`config.mk`:
```
export PLATFORM = sky130hd
export DESIGN_NAME = wm_fifo_pair
export DESIGN_NICKNAME = d
export VERILOG_FILES = /design/src/rtl/wmfp_pkg.sv /design/src/rtl/wmfp_lane.sv /design/src/rtl/wmfp_req.sv /design/src/rtl/wm_fifo_pair.sv
export SDC_FILE = /design/constraint.sdc
export NUM_CORES = 1
export LEC_CHECK = 0
export BUFFER_PORTS_ARGS = -buffer_cell sky130_fd_sc_hd__buf_2
export CELL_PAD_IN_SITES_DETAIL_PLACEMENT = 0
export CELL_PAD_IN_SITES_GLOBAL_PLACEMENT = 1
export CORE_ASPECT_RATIO = 2
export CORE_MARGIN = 4
export CORE_UTILIZATION = 50
export DETAILED_ROUTE_END_ITERATION = 6
export GPL_TIMING_DRIVEN = 1
export PLACE_DENSITY_LB_ADDON = 0.1
export SLEW_MARGIN = 20
export SYNTH_ARGS = -nofsm -noshare
export SYNTH_HDL_FRONTEND = slang
export SYNTH_SLANG_ARGS = --single-unit
```
`constraint.sdc`:
```
create_clock -name clk -period 4.31 [get_ports clk]
set_clock_uncertainty 0.1 [all_clocks]
set_input_delay 0.2155 -clock clk [delete_from_list [all_inputs] [get_ports clk]]
set_output_delay 0.2155 -clock clk [all_outputs]
set_load 0.03 [all_outputs]
```
`src/rtl/wmfp_pkg.sv`:
```
package wmfp_pkg;

   localparam logic [2:0] WM_LOW  = 3'b100;
   localparam logic [2:0] WM_MID  = 3'b101;
   localparam logic [2:0] WM_HIGH = 3'b110;
   localparam logic [2:0] WM_TOP  = 3'b111;

   // Threshold in entries for a watermark code. free_side selects the
   // transmit ordering (free space) instead of the receive one (stored words).
   // Codes outside the four named ones fall back to the base setting.
   function automatic int unsigned wm_threshold(input logic [2:0] code,
                                                input bit free_side,
                                                input int unsigned depth);
      int unsigned q;
      q = depth / 4;
      case (code)
         WM_LOW:  return free_side ? 3 * q : q;
         WM_MID:  return 2 * q;
         WM_HIGH: return free_side ? q : 3 * q;
         WM_TOP:  return free_side ? 1 : depth;
         default: return free_side ? depth : 1;
      endcase
   endfunction

endpackage

```
`src/rtl/wmfp_lane.sv`:
```
module wmfp_lane #(
   parameter int unsigned DW    = 16,
   parameter int unsigned DEPTH = 16,
   localparam int unsigned AW   = $clog2(DEPTH),
   localparam int unsigned CW   = $clog2(DEPTH + 1)
) (
   input  logic          clk,
   input  logic          rst_n,
   input  logic          wr_en,
   input  logic [DW-1:0] wr_data,
   input  logic          rd_en,
   output logic [DW-1:0] rd_data,
   output logic [CW-1:0] count,
   output logic          ovf_evt,
   output logic          udf_evt
);

   initial begin
      assert (DEPTH >= 4 && (DEPTH % 4) == 0 && (DEPTH & (DEPTH - 1)) == 0)
         else $error("wmfp_lane: DEPTH must be a power of two, at least 4");
      assert (DW >= 1) else $error("wmfp_lane: DW must be positive");
   end

   logic [DW-1:0] mem [DEPTH];
   logic [AW-1:0] wptr, rptr;
   logic [CW-1:0] cnt_q;
   logic          full, empty, wr_ok, rd_ok;

   assign full    = (cnt_q == CW'(DEPTH));
   assign empty   = (cnt_q == '0);
   assign wr_ok   = wr_en && (!full || rd_en);
   assign rd_ok   = rd_en && (!empty || wr_en);
   assign ovf_evt = wr_en && full && !rd_en;
   assign udf_evt = rd_en && empty && !wr_en;
   assign count   = cnt_q;

   // Head word; an empty queue shows the word being written, else zero.
   always_comb begin
      if (!empty)     rd_data = mem[rptr];
      else if (wr_en) rd_data = wr_data;
      else            rd_data = '0;
   end

   always_ff @(posedge clk) begin
      if (wr_ok) mem[wptr] <= wr_data;
   end

   always_ff @(posedge clk) begin
      if (!rst_n) begin
         wptr  <= '0;
         rptr  <= '0;
         cnt_q <= '0;
      end else begin
         if (wr_ok) wptr <= wptr + AW'(1);
         if (rd_ok) rptr <= rptr + AW'(1);
         if (wr_ok && !rd_ok)      cnt_q <= cnt_q + CW'(1);
         else if (rd_ok && !wr_ok) cnt_q <= cnt_q - CW'(1);
      end
   end

   a_r3_count_bound: assert property (@(posedge clk) disable iff (!rst_n)
      cnt_q <= CW'(DEPTH));

   a_r8_overflow_discard: assert property (@(posedge clk) disable iff (!rst_n)
      ovf_evt |=> (cnt_q == CW'(DEPTH)) && $stable(wptr));

   a_r9_underflow_hold: assert property (@(posedge clk) disable iff (!rst_n)
      udf_evt |=> (cnt_q == '0) && $stable(rptr));

   a_r10_both_keep_level: assert property (@(posedge clk) disable iff (!rst_n)
      (wr_en && rd_en && (full || empty)) |=> $stable(cnt_q));

endmodule

```
`src/rtl/wmfp_req.sv`:
```
module wmfp_req #(
   parameter int unsigned DEPTH     = 16,
   parameter bit          FREE_SIDE = 1'b1,
   localparam int unsigned CW       = $clog2(DEPTH + 1)
) (
   input  logic          clk,
   input  logic          rst_n,
   input  logic [2:0]    code,
   input  logic [CW-1:0] count,
   output logic          req
);

   logic [CW-1:0] level, thr;

   generate
      if (FREE_SIDE) begin : g_free
         assign level = CW'(DEPTH) - count;
      end else begin : g_used
         assign level = count;
      end
   endgenerate

   assign thr = CW'(wmfp_pkg::wm_threshold(code, FREE_SIDE, DEPTH));

   always_ff @(posedge clk) begin
      if (!rst_n) req <= 1'b0;
      else        req <= (level >= thr);
   end

   a_r7_no_req_at_zero_level: assert property (@(posedge clk) disable iff (!rst_n)
      ($past(level) == '0) |-> !req);

endmodule

```
`src/rtl/wm_fifo_pair.sv`:
```
module wm_fifo_pair #(
   parameter int unsigned DW    = 16,
   parameter int unsigned DEPTH = 16
) (
   input  logic          clk,
   input  logic          rst_n,
   input  logic [2:0]    tx_wm,
   input  logic [2:0]    rx_wm,
   input  logic          tx_wr_en,
   input  logic [DW-1:0] tx_wr_data,
   input  logic          tx_rd_en,
   output logic [DW-1:0] tx_rd_data,
   output logic [4:0]    tx_free,
   output logic          tx_req,
   input  logic          rx_wr_en,
   input  logic [DW-1:0] rx_wr_data,
   input  logic          rx_rd_en,
   output logic [DW-1:0] rx_rd_data,
   output logic [4:0]    rx_used,
   output logic          rx_req,
   input  logic [3:0]    err_clr,
   output logic          tx_ovf,
   output logic          tx_udf,
   output logic          rx_ovf,
   output logic          rx_udf
);

   localparam int unsigned CW = $clog2(DEPTH + 1);

   initial begin
      assert (CW <= 5) else $error("wm_fifo_pair: level does not fit 5 bits");
   end

   logic [CW-1:0] tx_cnt, rx_cnt;
   logic          tx_ovf_e, tx_udf_e, rx_ovf_e, rx_udf_e;
   logic [3:0]    evt, flags;

   wmfp_lane #(.DW(DW), .DEPTH(DEPTH)) u_tx_lane (
      .clk(clk), .rst_n(rst_n),
      .wr_en(tx_wr_en), .wr_data(tx_wr_data),
      .rd_en(tx_rd_en), .rd_data(tx_rd_data),
      .count(tx_cnt), .ovf_evt(tx_ovf_e), .udf_evt(tx_udf_e));

   wmfp_lane #(.DW(DW), .DEPTH(DEPTH)) u_rx_lane (
      .clk(clk), .rst_n(rst_n),
      .wr_en(rx_wr_en), .wr_data(rx_wr_data),
      .rd_en(rx_rd_en), .rd_data(rx_rd_data),
      .count(rx_cnt), .ovf_evt(rx_ovf_e), .udf_evt(rx_udf_e));

   wmfp_req #(.DEPTH(DEPTH), .FREE_SIDE(1'b1)) u_tx_req (
      .clk(clk), .rst_n(rst_n), .code(tx_wm), .count(tx_cnt), .req(tx_req));

   wmfp_req #(.DEPTH(DEPTH), .FREE_SIDE(1'b0)) u_rx_req (
      .clk(clk), .rst_n(rst_n), .code(rx_wm), .count(rx_cnt), .req(rx_req));

   assign tx_free = 5'(CW'(DEPTH) - tx_cnt);
   assign rx_used = 5'(rx_cnt);

   // Sticky flags: bit order tx_ovf, tx_udf, rx_ovf, rx_udf; set beats clear.
   assign evt = {rx_udf_e, rx_ovf_e, tx_udf_e, tx_ovf_e};

   always_ff @(posedge clk) begin
      if (!rst_n) flags <= '0;
      else begin
         for (int i = 0; i < 4; i++) begin
            if (evt[i])          flags[i] <= 1'b1;
            else if (err_clr[i]) flags[i] <= 1'b0;
         end
      end
   end

   assign tx_ovf = flags[0];
   assign tx_udf = flags[1];
   assign rx_ovf = flags[2];
   assign rx_udf = flags[3];

   a_r4_tx_full_no_req: assert property (@(posedge clk) disable iff (!rst_n)
      ($past(tx_free) == 5'd0) |-> !tx_req);

   a_r5_rx_empty_no_req: assert property (@(posedge clk) disable iff (!rst_n)
      ($past(rx_used) == 5'd0) |-> !rx_req);

   a_r8_ovf_sticky_set: assert property (@(posedge clk) disable iff (!rst_n)
      tx_ovf_e |=> tx_ovf);

   a_r9_udf_sticky_set: assert property (@(posedge clk) disable iff (!rst_n)
      rx_udf_e |=> rx_udf);

   a_r11_clear_tx_ovf: assert property (@(posedge clk) disable iff (!rst_n)
      (err_clr[0] && !tx_ovf_e) |=> !tx_ovf);

   a_r1_level_range: assert property (@(posedge clk) disable iff (!rst_n)
      (tx_free <= 5'(DEPTH)) && (rx_used <= 5'(DEPTH)));

endmodule

```
==> flow_metrics.tcl <==
set metrics [dict create \
    synth.yosys.warnings 0 \
    post_synth_instance_area_um2 22200 \
    drc 0 \
    result_of_the_run "finished, final reports clean" \
    pre_cts_slack_ns 1.02 \
    crit_path_end_kind "output pin" \
    finish.net_count 1517 \
    slew_headroom_pct 23.6 \
    multi_input_area_um2 5730 \
    cts_tree "yes" \
    finalHoldViolCount 0 \
    initial_antenna_violation_count 0 \
    worst_ep_arrival_time_ns 3.21 \
    crit_path_start_kind "register" \
    crit_path_max_fanout 16 \
    worst_setup_path_endpoint "tx_rd_data[10]" \
    setup-tns-final_ns 0 \
    cts.sink_count 552 \
    grt.overflow.total 0 \
    min_period_over_period_pct 81.8 \
    syn_inst 1284 \
    floorplan_core_area_um2 44100 \
    drv_slew 0 \
    synth_nets 1363 \
    count_of_maximum_capacitance_violations 0 \
    gr-usage-all-layers_pct 21.5 \
    wire_length_of_the_first_global_routing_pass_mm 76.6 \
    post_detailed_route_count_of_antenna_violating_nets 0 \
    avgViaCountPerCell 5.73 \
    worst-r2r-setup-slack_ns 1.06 \
    irDropWorstVdd_uv 478 \
    cts_max_path_buffers 3 \
    clk_root_buffer_cell "sky130_fd_sc_hd__clkbuf_16" \
    timing.setup.critical_path_class "register to output pin" \
    reg2regPathDepth 13 \
    first_global_vias 12247 \
    worstSkewPairLatency_ns 0.56 \
    async_flop_share_pct 0 \
    hpwl_mm 33.4 \
    regArea_um2 16200 \
    number_of_enable_flip_flop_cells_after_synthesis 512 \
    synth_most_common_cell "sky130_fd_sc_hd__edfxtp_1" \
    pwr_density_cell_nw_per_um2 548 \
    die_width_um 157 \
    total_routed_length_mm 51.3 \
    cts_hold_repair.buffers 39 \
    finalWorstPathRequiredPeriod_ns 3.53 \
    ys_top_cells_by_area "sky130_fd_sc_hd__edfxtp_1 (69%), sky130_fd_sc_hd__mux4_2 (6.5%), sky130_fd_sc_hd__mux2i_1 (6.2%)" \
    maximum_number_of_pins_on_one_net_before_global_route_repair 52 \
    yosys_most_used_dff "sky130_fd_sc_hd__edfxtp_1" \
    synth_top_area_cell "sky130_fd_sc_hd__edfxtp_1" \
    timing.hold.worst.class "input pin to register" \
    worst_reg2reg_endpoint "u_tx_lane.count[4]" \
    core.rowCount 109 \
    cts_htree_levels 2 \
    port_buffers 95 \
    post_cts_setup_buffer_count 0 \
    post_synth_num_cell_types 43 \
    dieHeight_um 306 \
    drt_pass1_iterations 5 \
    design_power_total_w 0.0139 \
    boundaryPins 96 \
    area_of_the_die_um2 48100 \
    tritoncts.num_buffers 47 \
    crit_path_start "u_tx_lane.count[0]" \
    post_cts_resized 0 \
    cts.reportedPaths.clkPinSlew_ns 0.07 \
    routed-via-count 11636 \
    postLayoutCoreUtil_pct 57.7 \
    power_leakage_nw 8.49 \
    grt_setup_unrepaired "no" \
    share_of_synthesized_area_occupied_by_flip_flops_and_latches_pct 72.8 \
    post_synth_most_frequent_cells "sky130_fd_sc_hd__edfxtp_1 (512), sky130_fd_sc_hd__mux2i_1 (138), sky130_fd_sc_hd__nand3_1 (92), sky130_fd_sc_hd__mux4_2 (64), sky130_fd_sc_hd__a22oi_1 (62)" \
    r2r-start "u_tx_lane.count[0]" \
    tightestPinTransition_ns 1.14 \
    initial_utilization_pct 50.4 \
    post_synth.cell_area_avg_um2 17.3 \
    synthToLayoutAreaGrowth_pct 14.4 \
    nFillCells 3427 \
    post-route-worst-setup-slack_ns 0.783 \
    drive_above_1_share_pct 21.3 \
    worst_ep_required_time_ns 3.99 \
    gp_congestion 0.799 \
    finalSetupViolCount 0 \
    route.detailed.wl_per_inst_um 25.3 \
    synthDominantCellAreaShare_pct 69.2 \
    ys_seq_elements 552 \
    iter_0_drt_violations 775 \
    max_freq_mhz 284 \
]
## cell type report
cell class,count,share of cell area (%)
sequential,552,63.7
tap,555,2.73
antenna,1,0.00984
multi-input combinational,641,22.5
clock buffer,62,5.09
inverter,17,0.251
clock inverter,22,0.743
timing repair buffer,179,4.98
## metal layers
metal	global-route usage [%]	wire length, um	up-vias
met5	0	0	-
met4	8.75	2200	0
met3	2.50	1690	106
met2	42.1	29900	269
met1	22.9	17600	5926
li1	-	-	5335
## logic make-up (layout without fill, tap and decap cells)
group,count (synthesis),count (layout),share of synthesized area (%)
AOI/OAI and AO/OA,114,114,3.63
xor gates and xnor gates,20,20,0.788
adders and majority gates,31,31,1.81
buffers and inverters,91,280,1.80
DFF,552,552,72.8
muxes,216,216,13.4
other,0,1,0
and+or+nand+nor,260,260,5.74
## metrics by stage
step / instances / hold WS (ns) / cell area, um2
floorplan: 1284 / 0.214 / 22200
global placement: 1905 / 0.396 / 23500
detailed placement: 1905 / 0.407 / 23500
CTS: 2028 / 0.0206 / 25400
global route: 2028 / 0.0393 / 25400
finish: 2029 / 0.0346 / 25400
## cells in the final DEF (no fill, tap or decap), types with 29 or more instances in the layout
| cell | synthesis | final |
|---|---|---|
| sky130_fd_sc_hd__a22oi_1 | 62 | 62 |
| sky130_fd_sc_hd__buf_2 | 20 | 95 |
| sky130_fd_sc_hd__buf_4 | 7 | 40 |
| sky130_fd_sc_hd__clkbuf_16 | 0 | 49 |
| sky130_fd_sc_hd__dfxtp_1 | 40 | 37 |
| sky130_fd_sc_hd__dlygate4sd3_1 | 0 | 39 |
| sky130_fd_sc_hd__edfxtp_1 | 512 | 512 |
| sky130_fd_sc_hd__ha_1 | 29 | 29 |
| sky130_fd_sc_hd__mux2i_1 | 138 | 138 |
| sky130_fd_sc_hd__mux4_2 | 64 | 64 |
| sky130_fd_sc_hd__nand2_1 | 58 | 58 |
| sky130_fd_sc_hd__nand3_1 | 92 | 92 |
## worst min path at each step
stage                       start                  end  slack, ns  depth (start not counted)
6_report                 tx_wr_en    u_tx_lane.wptr[1]       0.03                          4
5_1_grt                  rx_rd_en             flags[3]       0.04                          3
4_1_cts                  tx_wr_en    u_tx_lane.wptr[1]       0.02                          4
3_5_place_dp   u_tx_lane.count[4]   u_tx_lane.count[4]       0.41                          2
3_3_place_gp    u_rx_lane.rptr[3]    u_rx_lane.rptr[3]       0.40                          2
2_1_floorplan       rx_wr_data[0]  u_rx_lane.mem[0][0]       0.21                          0
## flip-flops by register name (all words and copies together), names as in the netlist, 4 cells and up, named ones only
name,count
u_tx_lane.rptr,4
u_rx_lane.count,5
flags,4
u_tx_lane.wptr,4
u_rx_lane.mem,256
u_tx_lane.count,5
u_rx_lane.rptr,4
u_tx_lane.mem,256
u_rx_lane.wptr,4
## critical path: stages (launching register included)
cell	delay [ns]
sky130_fd_sc_hd__dfxtp_1	0.38
sky130_fd_sc_hd__inv_1	0.11
sky130_fd_sc_hd__ha_1	0.19
sky130_fd_sc_hd__nor3b_1	0.28
sky130_fd_sc_hd__ha_1	0.30
sky130_fd_sc_hd__and2_1	0.88
sky130_fd_sc_hd__nand2_1	0.14
sky130_fd_sc_hd__nand3_1	0.15
sky130_fd_sc_hd__buf_2	0.22
## report_power, final
part / leakage, nW / internal [W] / switching [W]
combinational: 2.82 / 0.00125 / 0.00227
clock: 0.720 / 0.00230 / 0.00184
sequential: 4.95 / 0.00604 / 0.000222
total: 8.49 / 0.00959 / 0.00433
(Power assumes the default switching activity.)
